$ cat src/rtl/xfer_tally_pkg.sv
package xfer_tally_pkg;
  localparam int BYTE_W       = 8;
  localparam int NUM_FLAGS    = 2;
  localparam int FLAG_DONE    = 0;
  localparam int FLAG_WRAP    = 1;
  localparam int CTRL_CLR_BIT = 0;
endpackage

$ cat src/rtl/xt_down_counter.sv
module xt_down_counter #(
  parameter int W  = 24,
  parameter int BW = 8,
  localparam int NB = W / BW
) (
  input  logic          clk,
  input  logic          rst_n,
  input  logic [NB-1:0] byte_we,
  input  logic [BW-1:0] wdata,
  input  logic          clr,
  input  logic          step,
  output logic [W-1:0]  cnt,
  output logic          reach_zero,
  output logic          wrap
);
  logic [W-1:0] cnt_n;

  always_comb begin
    cnt_n = cnt;
    if (clr) begin
      cnt_n = '0;
    end else if (|byte_we) begin
      for (int b = 0; b < NB; b++) begin
        if (byte_we[b]) cnt_n[b*BW +: BW] = wdata;
      end
    end else if (step) begin
      cnt_n = cnt - W'(1);
    end
  end

  // step arrives already qualified by the top; events follow the count value
  assign reach_zero = step && (cnt == W'(1));
  assign wrap       = step && (cnt == '0);

  always_ff @(posedge clk or negedge rst_n) begin
    if (!rst_n) cnt <= '0;
    else        cnt <= cnt_n;
  end
endmodule

$ cat src/rtl/xt_up_address.sv
module xt_up_address #(
  parameter int W  = 32,
  parameter int BW = 8,
  localparam int NB = W / BW
) (
  input  logic          clk,
  input  logic          rst_n,
  input  logic [NB-1:0] byte_we,
  input  logic [BW-1:0] wdata,
  input  logic          step,
  output logic [W-1:0]  addr
);
  logic [W-1:0] addr_n;

  always_comb begin
    addr_n = addr;
    if (|byte_we) begin
      for (int b = 0; b < NB; b++) begin
        if (byte_we[b]) addr_n[b*BW +: BW] = wdata;
      end
    end else if (step) begin
      addr_n = addr + W'(1);
    end
  end

  always_ff @(posedge clk or negedge rst_n) begin
    if (!rst_n) addr <= '0;
    else        addr <= addr_n;
  end
endmodule

$ cat src/rtl/xt_status_irq.sv
module xt_status_irq #(
  parameter int N = 2
) (
  input  logic         clk,
  input  logic         rst_n,
  input  logic [N-1:0] set,
  input  logic [N-1:0] w1c,
  input  logic         en_we,
  input  logic [N-1:0] en_wdata,
  output logic [N-1:0] status,
  output logic [N-1:0] enable,
  output logic         irq
);
  always_ff @(posedge clk or negedge rst_n) begin
    if (!rst_n) begin
      status <= '0;
      enable <= '0;
    end else begin
      status <= (status & ~w1c) | set;  // a fresh event outranks its clear
      if (en_we) enable <= en_wdata;
    end
  end

  assign irq = |(status & enable);
endmodule

$ cat src/rtl/xfer_tally.sv
module xfer_tally
  import xfer_tally_pkg::*;
#(
  parameter int CNT_W  = 24,
  parameter int ADDR_W = 32,
  parameter int RA_W   = 4
) (
  input  logic              clk,
  input  logic              rst_n,
  input  logic [RA_W-1:0]   reg_addr,
  input  logic              reg_wr,
  input  logic [BYTE_W-1:0] reg_wdata,
  output logic [BYTE_W-1:0] reg_rdata,
  input  logic              xfer_ack,
  input  logic              xfer_prefetch,
  output logic              irq
);
  localparam int CNT_NB   = CNT_W / BYTE_W;
  localparam int ADR_NB   = ADDR_W / BYTE_W;
  localparam int OFS_CNT  = 0;
  localparam int OFS_CTRL = OFS_CNT + CNT_NB;
  localparam int OFS_CADR = OFS_CTRL + 1;
  localparam int OFS_SADR = OFS_CADR + ADR_NB;
  localparam int OFS_STAT = OFS_SADR + ADR_NB;
  localparam int OFS_EN   = OFS_STAT + 1;

  logic [CNT_NB-1:0]    cnt_we;
  logic [ADR_NB-1:0]    adr_we;
  logic                 clr_hit, ack_eff, pf_eff, en_we;
  logic [NUM_FLAGS-1:0] stat_w1c, flag_set, status_q, enable_q;
  logic [CNT_W-1:0]     cnt_q;
  logic [ADDR_W-1:0]    caddr_q, saddr_q;
  logic                 ev_zero, ev_wrap;

  for (genvar b = 0; b < CNT_NB; b++) begin : g_cnt_dec
    assign cnt_we[b] = reg_wr && (reg_addr == RA_W'(OFS_CNT + b));
  end
  for (genvar b = 0; b < ADR_NB; b++) begin : g_adr_dec
    assign adr_we[b] = reg_wr && (reg_addr == RA_W'(OFS_CADR + b));
  end

  assign clr_hit  = reg_wr && (reg_addr == RA_W'(OFS_CTRL)) && reg_wdata[CTRL_CLR_BIT];
  assign en_we    = reg_wr && (reg_addr == RA_W'(OFS_EN));
  assign stat_w1c = (reg_wr && (reg_addr == RA_W'(OFS_STAT))) ? reg_wdata[NUM_FLAGS-1:0] : '0;

  // host writes to the tracked state take priority over a coincident strobe
  assign ack_eff = xfer_ack && !(|cnt_we) && !clr_hit && !(|adr_we);
  assign pf_eff  = xfer_prefetch && !(|adr_we);

  xt_down_counter #(.W(CNT_W), .BW(BYTE_W)) u_count (
    .clk(clk), .rst_n(rst_n), .byte_we(cnt_we), .wdata(reg_wdata),
    .clr(clr_hit), .step(ack_eff), .cnt(cnt_q),
    .reach_zero(ev_zero), .wrap(ev_wrap)
  );

  xt_up_address #(.W(ADDR_W), .BW(BYTE_W)) u_commit_addr (
    .clk(clk), .rst_n(rst_n), .byte_we(adr_we), .wdata(reg_wdata),
    .step(ack_eff), .addr(caddr_q)
  );

  xt_up_address #(.W(ADDR_W), .BW(BYTE_W)) u_spec_addr (
    .clk(clk), .rst_n(rst_n), .byte_we(adr_we), .wdata(reg_wdata),
    .step(pf_eff), .addr(saddr_q)
  );

  always_comb begin
    flag_set            = '0;
    flag_set[FLAG_DONE] = ev_zero;
    flag_set[FLAG_WRAP] = ev_wrap;
  end

  xt_status_irq #(.N(NUM_FLAGS)) u_flags (
    .clk(clk), .rst_n(rst_n), .set(flag_set), .w1c(stat_w1c),
    .en_we(en_we), .en_wdata(reg_wdata[NUM_FLAGS-1:0]),
    .status(status_q), .enable(enable_q), .irq(irq)
  );

  always_comb begin
    reg_rdata = '0;
    for (int b = 0; b < CNT_NB; b++)
      if (reg_addr == RA_W'(OFS_CNT + b)) reg_rdata = cnt_q[b*BYTE_W +: BYTE_W];
    for (int b = 0; b < ADR_NB; b++) begin
      if (reg_addr == RA_W'(OFS_CADR + b)) reg_rdata = caddr_q[b*BYTE_W +: BYTE_W];
      if (reg_addr == RA_W'(OFS_SADR + b)) reg_rdata = saddr_q[b*BYTE_W +: BYTE_W];
    end
    if (reg_addr == RA_W'(OFS_STAT)) reg_rdata = BYTE_W'(status_q);
    if (reg_addr == RA_W'(OFS_EN))   reg_rdata = BYTE_W'(enable_q);
  end
endmodule

$ cat config.mk
export PLATFORM = sky130hd
export DESIGN_NAME = xfer_tally
export DESIGN_NICKNAME = d
export VERILOG_FILES = /design/src/rtl/xfer_tally_pkg.sv /design/src/rtl/xt_down_counter.sv /design/src/rtl/xt_up_address.sv /design/src/rtl/xt_status_irq.sv /design/src/rtl/xfer_tally.sv
export SDC_FILE = /design/constraint.sdc
export NUM_CORES = 1
export LEC_CHECK = 0
export ABC_AREA = 0
export ABC_CLOCK_PERIOD_IN_PS = 2300
export BUFFER_PORTS_ARGS = -buffer_cell sky130_fd_sc_hd__buf_2
export CAP_MARGIN = 10
export CORE_ASPECT_RATIO = 1.5
export CORE_MARGIN = 4
export CORE_UTILIZATION = 25
export DETAILED_ROUTE_END_ITERATION = 8
export SKIP_CTS_REPAIR_TIMING = 1
export SYNTH_ARGS = -nofsm -noshare
export SYNTH_HDL_FRONTEND = slang
export SYNTH_HIERARCHICAL = 1
export SYNTH_SLANG_ARGS = --single-unit
$ cat constraint.sdc
create_clock -name clk -period 2.3 [get_ports clk]
set_input_delay 0.115 -clock clk [delete_from_list [all_inputs] [get_ports clk]]
set_output_delay 0.115 -clock clk [all_outputs]
set_load 0.02 [all_outputs]
Yosys cells after proc, flatten, opt, wreduce, memory -nomap -nowiden
Index checks and enable logic that the tools add are counted.

word-level totals
  logic and storage cells = 108
  bits in registers = 92

operators by class
  add/sub/neg operators = 3
  multiplexer cells = 28
  bitwise logic cells = 4
  eq/ne operators = 21
  reduce and logical (&&, ||, !) cells = 39

operators with widths
  kind                                                number
  two-way mux 8 bit                                   20
  two-way mux 32 bit                                  4
  two-way mux 24 bit                                  3
  adder 32 x 1 -> 32 bit, second input constant       2
  == test 24 x 1 -> 1 bit, second input constant      1
  == test 4 bit, second input constant                6
  zero test 24 bit                                    1
  subtractor 24 x 1 -> 24 bit, second input constant  1
  AND reduction 2 bit                                 11
  logical AND 1 bit                                   17
  == test 4 x 3 -> 1 bit, second input constant       4
  inequality test 3 bit, second input constant        3
  == test 4 x 2 -> 1 bit, second input constant       2
  inequality test 2 bit, second input constant        4
  bitwise AND 2 bit                                   2
  == test 4 x 1 -> 1 bit, second input constant       1
  zero test 4 bit                                     1
  nonzero test 2 bit                                  2
  OR reduction 4 bit                                  1
  zero test 1 bit                                     3
  nonzero test 3 bit                                  1
  OR reduction 3 bit                                  1
  two-way mux 2 bit                                   1
  inverter 2 bit                                      1
  2 further kinds                                     2

Longest topological paths before layout
Gate-level depths: netlist of the first run.

  word-level depth = 14
  gate-level depth with buffers = 12

Modules after synthesis
The synthesis of the first run kept the hierarchy.

modules (own cells, without submodules)
  module           area each (µm²)  cells an instance  instances
  xt_up_address    2240.9           263                2
  xt_down_counter  1805.5           216                1
  xfer_tally       1236.2           212                1
  xt_status_irq    161.4            11                 1

Least setup slack after synthesis of the first run
OpenSTA, ideal clock, no wires.

  path type = input -> register
  start = in reg_addr[2]
  end = reg u_commit_addr.addr[31]
  stages on the path = 10
  arrival = 2.229 ns
  slack = 0.000 ns
  required time = 2.230 ns
  setup time = 0.070 ns
  path through = buf_6 nor2b_1 nand2_1 nor2_1 o31a_1 or3b_2 clkbuf_1 or4_1 nor4_1 nand3b_1

between the ends
  cells in the longest elaborated chain, start to end = 9

ends and longest elaborated chain
  item                                            line                 text
  start, declared                                 xfer_tally.sv:10     input logic [RA_W-1:0] reg_addr,
  == test 4 x 1 -> 1 bit (tied with other cells)  xfer_tally.sv:36     assign cnt_we[b] = reg_wr && (reg_addr == RA_W'(OFS_CNT + b));
  logical AND 1 bit                               xfer_tally.sv:36
  OR reduction 3 bit                              xfer_tally.sv:47     assign ack_eff = xfer_ack && !(|cnt_we) && !clr_hit && !(|adr_we);
  zero test 1 bit                                 xfer_tally.sv:47
  logical AND 1 bit (2 in a row)                  xfer_tally.sv:47
  logical AND 1 bit (*)                           xfer_tally.sv:47
  net ack_eff                                     xfer_tally.sv:29     logic clr_hit, ack_eff, pf_eff, en_we;
  nonzero test 2 bit (no source line) (*)         --
  AND reduction 2 bit (no source line) (*)        --
  end signal, assigned                            xt_up_address.sv:28  else addr <= addr_n;
  end, declared                                   xt_up_address.sv:11  output logic [W-1:0] addr

The timed path passes the listed nets; every way through them passes the cells marked *.
A chain may end at the register's enable or synchronous reset.

Final worst setup path of the first run
  start = reg u_commit_addr.addr[5]
  end = out reg_rdata[5]

between the ends
  cells in the longest elaborated chain, start to end = 10

ends and longest elaborated chain
  item               line              text
  two-way mux 8 bit  xfer_tally.sv:83  if (reg_addr == RA_W'(OFS_CADR + b)) reg_rdata = caddr_q[b*BYTE_W +: BYTE_W];
  two-way mux 8 bit  xfer_tally.sv:84  if (reg_addr == RA_W'(OFS_SADR + b)) reg_rdata = saddr_q[b*BYTE_W +: BYTE_W];
  two-way mux 8 bit  xfer_tally.sv:83
  two-way mux 8 bit  xfer_tally.sv:84
  two-way mux 8 bit  xfer_tally.sv:83
  two-way mux 8 bit  xfer_tally.sv:84
  two-way mux 8 bit  xfer_tally.sv:83
  two-way mux 8 bit  xfer_tally.sv:84
  two-way mux 8 bit  xfer_tally.sv:86  if (reg_addr == RA_W'(OFS_STAT)) reg_rdata = BYTE_W'(status_q);
  two-way mux 8 bit  xfer_tally.sv:87  if (reg_addr == RA_W'(OFS_EN)) reg_rdata = BYTE_W'(enable_q);
  end, declared      xfer_tally.sv:13  output logic [BYTE_W-1:0] reg_rdata,

No other way between the ends.

==> results of run 1 <==
==> critical path, delay by kind of cell (launching register included) <==
kind / cells / cell delay, ps
compound gates: 4 / 970
buf+inv: 1 / 260
flops: 1 / 480
==> state kept, by name, indices dropped and copies added (netlist names) <==
register	count
u_flags/enable	2
u_commit_addr/addr	32
u_flags/status	2
u_count/cnt	24
u_spec_addr/addr	32
==> area by class of cell <==
cell class | count | area (µm²) | share of cell area
flip-flops and latches | 92 | 2305 | 0.2412
clock inverters | 4 | 48.80 | 0.005106
well taps | 400 | 500.5 | 0.05237
clock buffers | 12 | 246.5 | 0.02579
diodes | 3 | 7.507 | 0.0007855
inverters | 24 | 90.09 | 0.009427
multi-input cells | 775 | 4940 | 0.5169
repair buffers | 190 | 1419 | 0.1485
==> stage by stage <==
stage | hold slack (ps) | utilization
after floorplan | -180.6 | -
after global placement | 137.5 | 0.3053
after detailed placement | 135.6 | 0.3053
after CTS | -276.0 | 0.3151
after global routing | 123.3 | 0.3159
final | 108.8 | 0.3159
==> per-layer routing <==
layer	global-route usage	vias to the layer above	wire [µm]
met3	0.03346	151	1831
li1	-	4046	-
met2	0.3315	436	16340
met4	0.1467	0	2825
met5	0	-	0
met1	0.2097	4356	11960
==> logic make-up after synthesis <==
group | synth area share
buffers and inverters | 0.06057
AOI/OAI and AO/OA | 0.3150
muxes | 0.01710
adders and majority gates | 0.008141
and+or+nand+nor | 0.2996
DFF | 0.2996
==> synth_stat cells, types with 5 or more instances <==
cell type,number
a41oi_1,5
or4_1,12
buf_2,31
a211oi_1,25
nand2_1,63
nor3b_1,8
o21ai_1,7
o41a_1,6
a22oi_1,18
and3_1,9
and4_1,11
nor2_1,102
or2_2,6
a31oi_1,11
nor2b_1,11
o31ai_1,15
buf_4,7
o21ai_0,57
o22ai_1,26
inv_1,23
o211ai_1,26
nor4_1,19
a21oi_1,54
mux2i_1,9
nand4_2,6
nand3_1,38
clkbuf_1,28
a221oi_1,8
nand4_1,24
ha_1,5
nand2b_1,5
a311oi_1,18
or3_1,9
nor3_1,37
a22o_1,6
o2bb2ai_1,5
o311ai_0,8
nand3b_1,5
and2_1,12
nand4b_1,7
dfrtp_1,92
o22a_1,11
nor4b_1,5
==> final timing paths <==
kind,start,endpoint,slack (ps),cells after the start
min,reg_wdata[2],u_spec_addr/addr[18],110,3
min reg2reg,u_flags/status[1],u_flags/status[1],510,1
max in group asynchronous,rst_n,u_count/cnt[2],1290,3
max,u_commit_addr/addr[5],reg_rdata[5],90,5
min in group asynchronous,rst_n,u_spec_addr/addr[20],260,2
max reg2reg,u_count/cnt[1],u_count/cnt[22],150,6
==> cells in the final DEF, fill, tap and decap left out, types with 6 or more instances in the layout <==
| cell | instances |
|---|---|
| o31ai_1 | 15 |
| a31oi_1 | 11 |
| a311oi_1 | 18 |
| or2_2 | 6 |
| nand2_1 | 63 |
| o41a_1 | 6 |
| and4_1 | 11 |
| or3_1 | 9 |
| buf_2 | 24 |
| nor2b_1 | 11 |
| o311ai_0 | 8 |
| nor3_1 | 36 |
| o211ai_1 | 26 |
| o22a_1 | 11 |
| a221oi_1 | 8 |
| mux2i_1 | 9 |
| nor3b_1 | 8 |
| buf_4 | 161 |
| nand4b_1 | 7 |
| nor2_1 | 102 |
| o21ai_0 | 56 |
| nand3_1 | 38 |
| a22o_1 | 6 |
| a211oi_1 | 24 |
| a21oi_1 | 54 |
| and3_1 | 9 |
| dfrtp_1 | 90 |
| a22oi_1 | 18 |
| nor4_1 | 17 |
| or4_1 | 12 |
| inv_1 | 23 |
| nand4_1 | 24 |
| clkbuf_16 | 9 |
| nand4_2 | 6 |
| o22ai_1 | 26 |
| o21ai_1 | 8 |
| and2_1 | 12 |
==> power by group <==
| part | internal (W) | switching, W | leakage [nW] |
|---|---|---|---|
| sequential | 0.00201 | 0.000592 | 1.07 |
| combinational | 0.00109 | 0.00152 | 2.49 |
| clock | 0.000872 | 0.000703 | 0.147 |
==> flow_summary_export.csv, run 1 <==
group,metric,value,unit
yosys,synth_area_leaders,"dfrtp_1 (30%), nor2_1 (5.0%), o21ai_0 (3.7%), a21oi_1 (3.5%), nand2_1 (3.1%)",
clocking,path_clk_slew,70,ps
yosys,syn_inst,965,
timing,hold_viol,0,
yosys,avgSynthCellArea,7.964,µm²
worst_setup_path,worstSetupPathType,"register to output pin",
run,cap_viol_max_count,0,
floorplan,coreArea,30250,µm²
yosys,ys_async_sr_fraction,1.000,
worst_setup_path,critPathLaunchType,"register",
yosys,yosysTopAreaCell,"dfrtp_1",
worst_setup_path,critPathMaxFanout,7,
clocking,cts_root_buffer,"clkbuf_16",
hold_path,worst_hold_path_type,"input pin to register",
worst_setup_path,worstPathArrival,2090,ps
global_route,track_usage,0.1940,
clocking,cts.sinks,92,
power,total_power,0.006780,W
timing,slew_headroom,0.4282,
floorplan,dieArea,33670,µm²
clocking,cts_buffers,9,
floorplan,ios,26,
routing,firstDrtPassIters,8,
clocking,clockBufferDepth,2,
routing,ant_nets,0,
yosys,synth-seq-cells,92,
global_route,grt_start_max_net_pins,55,
timing,period_share,0.9597,
run_status,status,"finished, final reports clean",
placement,hpwl,25.30,mm
worst_setup_path,path_cells,"a22oi_1, o21ai_1, o21ai_1, a222oi_1, buf_2",
final_layout,drive_gt1_frac,0.2279,
clocking,clock_latency,380,ps
yosys,synth_edf_count,0,
floorplan,start_util,0.2540,
power,leakagePower,3.706,nW
timing,finalMaxSlewViolations,0,
power,ir_worst_vdd,0.3808,mV
yosys,synthesis.nets,987,
routing,drt_iter0_drc,918,
final_layout,fin_area,9557,µm²
power,p_per_area,709.4,nW/µm²
final_layout,area_growth,24.36,%
yosys,synth.distinct_cells,78,
final_layout,finalNetCount,1114,
worst_setup_path,crit_path_max_incr_delay,480,ps
placement,gp_routability_congestion,0.9495,
routing,vias,8989,
timing,tightest_slew,854.5,ps
placement,port_buffers,25,
floorplan,fp.dieH,222.7,µm
timing,setup_viol,0,
global_route,grt_pass1_vias,8799,
final_layout,fill_cells,3247,
floorplan,row_count,78,
final_layout,stdcell_count,1500,
worst_setup_path,critPathCaptureType,"output pin",
timing,period_minus_slack,2207,ps
yosys,synthFlopType,"dfrtp_1",
routing,wirelength,32.96,mm
yosys,synth_top_area_share,0.2996,
worst_setup_path,cp_slowest_cell,"dfrtp_1",
placement,pre_cts_ws,-125.1,ps
routing,drc,0,
timing,setup_tns,0,ps
worst_setup_path,cp.required,2180,ps
placement,postPlaceCellArea,9236,µm²
timing,grt_setup_unrepaired,"false",
timing,worst_slack,92.75,ps
routing,routed_via_density,5.993,
routing,wire_per_inst,21.97,µm
global_route,grt_overflow,0,
placement,dp.cells,1480,
yosys,syn-cell-area,7685,µm²
clocking,cts_tree,"built",
yosys,yosys_warnings,6,
floorplan,die_width,151.2,µm
global_route,antenna_found_initial,3,
global_route,grt_pass1_wl,50.75,mm
worst_setup_path,cp_common_cell,"o21ai_1",
timing,clock_skew,10.07,ps
clocking,htree_levels,3,
yosys,synth-seq-area-share,0.2996,
timing,timing.fmax,0.4531,GHz
No activity file was read; power rests on OpenSTA's default activity.
==> run 2: changes to the inputs <==
--- a/config.mk
+++ b/config.mk
@@ -12,3 +12,2 @@
 export CORE_ASPECT_RATIO = 1.5
-export CORE_MARGIN = 4
 export CORE_UTILIZATION = 25
==> constraint.sdc (replaced) <==
create_clock -name clk -period 2.3 [get_ports clk]
set_input_delay 0.23 -clock clk [delete_from_list [all_inputs] [get_ports clk]]
set_output_delay 0.23 -clock clk [all_outputs]
set_load 0.02 [all_outputs]
==> flow_summary_export.csv, run 2 (same netlist as run 1, synthesis figures left out) <==
group,metric,value,unit
run_status,status,"finished, final reports clean",
timing,tightest_slew,682.5,ps
hold_path,worst_hold_path_type,"input pin to register",
floorplan,die_width,145.2,µm
placement,hpwl,24.97,mm
routing,vias,9122,
power,ir_worst_vdd,0.3848,mV
floorplan,start_util,0.2540,
clocking,path_clk_slew,70,ps
final_layout,finalNetCount,1139,
final_layout,mostFrequentLayoutCell,"buf_4",
power,total_power,0.006832,W
clocking,cts_tree,"built",
placement,gp_routability_congestion,0.9560,
placement,port_buffers,25,
floorplan,row_count,78,
global_route,grt_overflow,0,
worst_setup_path,startpoint,"reg_addr[3]",
clocking,cts.sinks,92,
timing,finalMaxSlewViolations,0,
routing,firstDrtPassIters,5,
clocking,cts_buffers,9,
routing,wire_per_inst,21.86,µm
clocking,cts_root_buffer,"clkbuf_16",
routing,routed_via_density,6.001,
power,p_per_area,694.8,nW/µm²
global_route,grt_pass1_wl,50.60,mm
routing,ant_nets,0,
timing,period_minus_slack,2292,ps
final_layout,fin_area,9833,µm²
final_layout,drive_gt1_frac,0.2661,
final_layout,area_growth,27.96,%
clocking,htree_levels,3,
worst_setup_path,critPathMaxFanout,15,
final_layout,n_antenna_cell,0,
hold_path,hold_start,"reg_wdata[6]",
worst_setup_path,worstPathArrival,2060,ps
floorplan,dieArea,31460,µm²
timing,hold_viol,0,
floorplan,coreArea,30250,µm²
worst_setup_path,r2r_start,"u_count/cnt[1]",
timing,slew_headroom,0.5450,
global_route,grt_start_max_net_pins,47,
clocking,clockBufferDepth,2,
routing,drc,0,
global_route,antenna_found_initial,1,
power,leakagePower,3.844,nW
final_layout,mostFrequentLayoutCells,"buf_4 (180), nor2_1 (101), dfrtp_1 (82)",
routing,drt_iter0_drc,780,
final_layout,reg_top3,"u_commit_addr/addr: 32 flops, u_spec_addr/addr: 32 flops, u_count/cnt: 24 flops",
timing,clock_skew,7.506,ps
timing,grt_setup_unrepaired,"true",
timing,timing.fmax,0.4364,GHz
floorplan,fp.dieH,216.7,µm
worst_setup_path,worstSetupPathType,"input pin to output pin",
worst_setup_path,critPathCaptureType,"output pin",
run,cap_viol_max_count,0,
timing,setup_viol,0,
floorplan,ios,26,
routing,wirelength,33.22,mm
timing,worst_slack,8.260,ps
global_route,grt_pass1_vias,8927,
timing,period_share,0.9964,
worst_setup_path,critPathLaunchType,"input pin",
placement,pre_cts_ws,-168.9,ps
final_layout,fill_cells,3273,
placement,postPlaceCellArea,9364,µm²
worst_setup_path,cp.required,2070,ps
clocking,clock_latency,370,ps
global_route,track_usage,0.2087,
final_layout,final_util,0.3250,
## run 2: cell types whose count changed in the layout (fill, tap and decap cells not counted), moves of 3 or more
cell     delta
dfrtp_1     -8
buf_4      +19
nor2b_1     -4
buf_6       +3
dfrtp_2     +8
diode_2     -3
## run 2: layer usage
metal / part of all wire / vias up / routed length (µm) / global-route usage
li1: - / 4101 / - / -
met1: 0.36 / 4421 / 12070 / 0.2208
met2: 0.50 / 437 / 16680 / 0.3710
met3: 0.057 / 161 / 1879 / 0.03124
met4: 0.078 / 2 / 2584 / 0.1649
met5: 0.00033 / - / 11 / 0
## run 2: layout make-up
type / count / area, µm² / area share
multi-input cells: 775 / 5009 / 0.5094
inverters: 24 / 90.09 / 0.009161
clock inverters: 3 / 15.01 / 0.001527
clock buffers: 11 / 242.7 / 0.02469
flip-flops and latches: 92 / 2315 / 0.2354
well taps: 400 / 500.5 / 0.05090
repair buffers: 215 / 1662 / 0.1690
## run 2: worst paths after layout
path / end / slack, ps / cells after the start
min in group asynchronous: u_commit_addr/addr[3] / 430 / 2
worst min-delay path: u_count/cnt[14] / 330 / 3
max in group asynchronous: u_spec_addr/addr[15] / 1200 / 3
worst max-delay path: reg_rdata[5] / 8 / 11
worst max register to register: u_count/cnt[22] / 90 / 6
worst min register to register: u_flags/status[0] / 510 / 1
## run 2: per-stage QoR
stage                     hold WS, ps  setup TNS (ps)  std cells
after floorplan                -65.59          -73.93        965
after global placement          311.3           -2056       1497
after detailed placement        311.1           -2705       1497
after CTS                      -79.53          -393.5       1511
after global routing            332.7          -163.7       1520
final                           327.6               0       1520
## run 2: critical path, stage by stage
cell      delay, ps
buf_2           140
buf_6           140
buf_12          140
nor2b_4         150
buf_4           150
nand2_1          80
o21ai_0         100
a221oi_1        140
a222oi_1        460
buf_4           190
buf_4           130
## run 2: where the power goes
group          switching [W]  internal, W
clock network       0.000673     0.000745
registers           0.000581      0.00202
logic                0.00159      0.00123
==> run 3: changes to the inputs <==
--- a/config.mk
+++ b/config.mk
@@ -14,2 +14,3 @@
 export DETAILED_ROUTE_END_ITERATION = 8
+export RECOVER_POWER = 100
 export SKIP_CTS_REPAIR_TIMING = 1
--- a/constraint.sdc
+++ b/constraint.sdc
@@ -3,2 +3,2 @@
 set_output_delay 0.23 -clock clk [all_outputs]
-set_load 0.02 [all_outputs]
+set_load 0.01 [all_outputs]
==> flow_summary_export.csv, run 3 (same netlist as run 1, synthesis figures left out) <==
group,metric,value,unit
run_status,status,"finished, final reports clean",
worst_setup_path,startpoint,"u_count/cnt[1]",
floorplan,fp.dieH,216.7,µm
routing,ant_nets,0,
final_layout,final_util,0.3274,
worst_setup_path,worstPathArrival,2550,ps
worst_setup_path,cp.required,2590,ps
timing,slew_headroom,0.09790,
run,cap_viol_max_count,0,
final_layout,area_growth,28.88,%
worst_setup_path,rrSetupSlack,40,ps
worst_setup_path,cp.depth,6,
final_layout,stdcell_count,1526,
routing,routed_via_density,5.988,
final_layout,drive_gt1_frac,0.2720,
power,leakagePower,3.868,nW
worst_setup_path,crit_path_max_incr_delay,500,ps
final_layout,reg_top3,"u_commit_addr/addr: 32 flops, u_spec_addr/addr: 32 flops, u_count/cnt: 24 flops",
worst_setup_path,reg2reg_depth,6,
final_layout,finalNetCount,1142,
routing,vias,9138,
global_route,grt_overflow,0,
global_route,grt_start_max_net_pins,47,
floorplan,ios,26,
floorplan,dieArea,31460,µm²
routing,drt_iter0_drc,983,
global_route,grt_pass1_wl,51.07,mm
routing,firstDrtPassIters,7,
placement,port_buffers,25,
timing,grt_setup_unrepaired,"true",
power,ir_worst_vdd,0.4058,mV
hold_path,whs_path_depth,3,
placement,hpwl,24.94,mm
final_layout,layout.area.seq,2316,µm²
worst_setup_path,worstSetupPathType,"register to register",
timing,period_minus_slack,2256,ps
floorplan,die_width,145.2,µm
floorplan,coreArea,30250,µm²
global_route,track_usage,0.2104,
timing,tightest_slew,1353,ps
timing,setup_tns,0,ps
hold_path,worst_hold_path_type,"input pin to register",
clocking,cts.sinks,92,
final_layout,multi_input_area,5026,µm²
placement,gp_routability_congestion,0.9390,
clocking,cts_root_buffer,"clkbuf_16",
clocking,cts_tree,"built",
clocking,path_clk_slew,70,ps
worst_setup_path,cp_slowest_cell,"or3b_2",
clocking,clockBufferDepth,2,
floorplan,start_util,0.2540,
placement,dp.cells,1496,
clocking,htree_levels,3,
routing,wire_per_inst,21.81,µm
floorplan,row_count,78,
routing,drc,0,
final_layout,fill_cells,3241,
power,total_power,0.007050,W
clocking,cts_buffers,9,
worst_setup_path,crit_family,"simple AND/OR/NAND/NOR gates",
worst_setup_path,r2r_start,"u_count/cnt[1]",
global_route,antenna_found_initial,2,
routing,wirelength,33.29,mm
timing,timing.fmax,0.4433,GHz
global_route,grt_pass1_vias,8862,
worst_setup_path,critPathLaunchType,"register",
power,p_per_area,711.8,nW/µm²
worst_setup_path,critPathBufInv,1,
final_layout,mostFrequentLayoutCell,"buf_4",
hold_path,hold_start,"reg_wdata[4]",
worst_setup_path,critPathMaxFanout,4,
clocking,clock_latency,380,ps
timing,finalMaxSlewViolations,0,
timing,hold_viol,0,
timing,setup_viol,0,
timing,clock_skew,8.814,ps
final_layout,mostFrequentLayoutCells,"buf_4 (178), nor2_1 (100), dfrtp_1 (81)",
timing,fin_hold_ws,304.8,ps
timing,period_share,0.9807,
worst_setup_path,path_cells,"inv_1, ha_1, or3b_2, nor3_1, a32oi_1, o211ai_1",
worst_setup_path,critPathCaptureType,"register",
run 3: cell count changes in the layout (fill, tap and decap cells not counted), moves of 2 or more:
cell        previous run  this run
a221oi_1               8         6
a221oi_2               0         2
buf_4                180       178
clkbuf_1               1         4
clkinvlp_4             0         2
o21ai_0               57        55
o21ai_2                0         3
o31ai_1               13        15
o31ai_2                2         0
run 3: cell type report:
type / instances / area share
Multi-Input combinational cell: 775 / 0.5075
Sequential cell: 92 / 0.2338
Timing Repair Buffer: 218 / 0.1683
Tap cell: 400 / 0.05053
Clock buffer: 10 / 0.02413
Inverter: 24 / 0.009096
Clock inverter: 6 / 0.006443
Antenna cell: 1 / 0.0002527
run 3: metal layers:
metal | routed length [µm] | part of all wire | GRT usage | vias up
met1 | 12010 | 0.36 | 0.2219 | 4417
met2 | 17140 | 0.51 | 0.3829 | 462
met5 | 13 | 0.00039 | 0 | -
li1 | - | - | - | 4108
met3 | 1940 | 0.058 | 0.03459 | 149
met4 | 2179 | 0.065 | 0.1435 | 2
run 3: path summary, 6_finish.rpt:
| kind | endpoint |
|---|---|
| max | u_count/cnt[22] |
| min | u_spec_addr/addr[28] |
| max reg2reg | u_count/cnt[22] |
| min reg2reg | u_flags/status[1] |
| max in group asynchronous | u_count/cnt[21] |
| min in group asynchronous | u_commit_addr/addr[5] |
run 3: metrics by stage:
stage	area, µm²	setup slack, ps
after floorplan	7702	-69.44
after global placement	9356	-113.0
after detailed placement	9356	-186.0
after CTS	9659	-106.7
after global routing	9905	-14.89
final	9905	44.35
run 3: report_power, final:
part | total (W) | leakage (nW) | internal [W] | switching (W)
logic | 0.00286 | 2.66 | 0.00126 | 0.00160
clock network | 0.00160 | 0.144 | 0.000870 | 0.000726
registers | 0.00259 | 1.06 | 0.00202 | 0.000573
total | 0.00705 | 3.87 | 0.00415 | 0.00290
run 3: worst register-to-register path: stages (launching register included):
cell and delay [ps]:
dfrtp_1 380, inv_1 120, ha_1 230, or3b_2 500
nor3_1 500, a32oi_1 230, o211ai_1 220
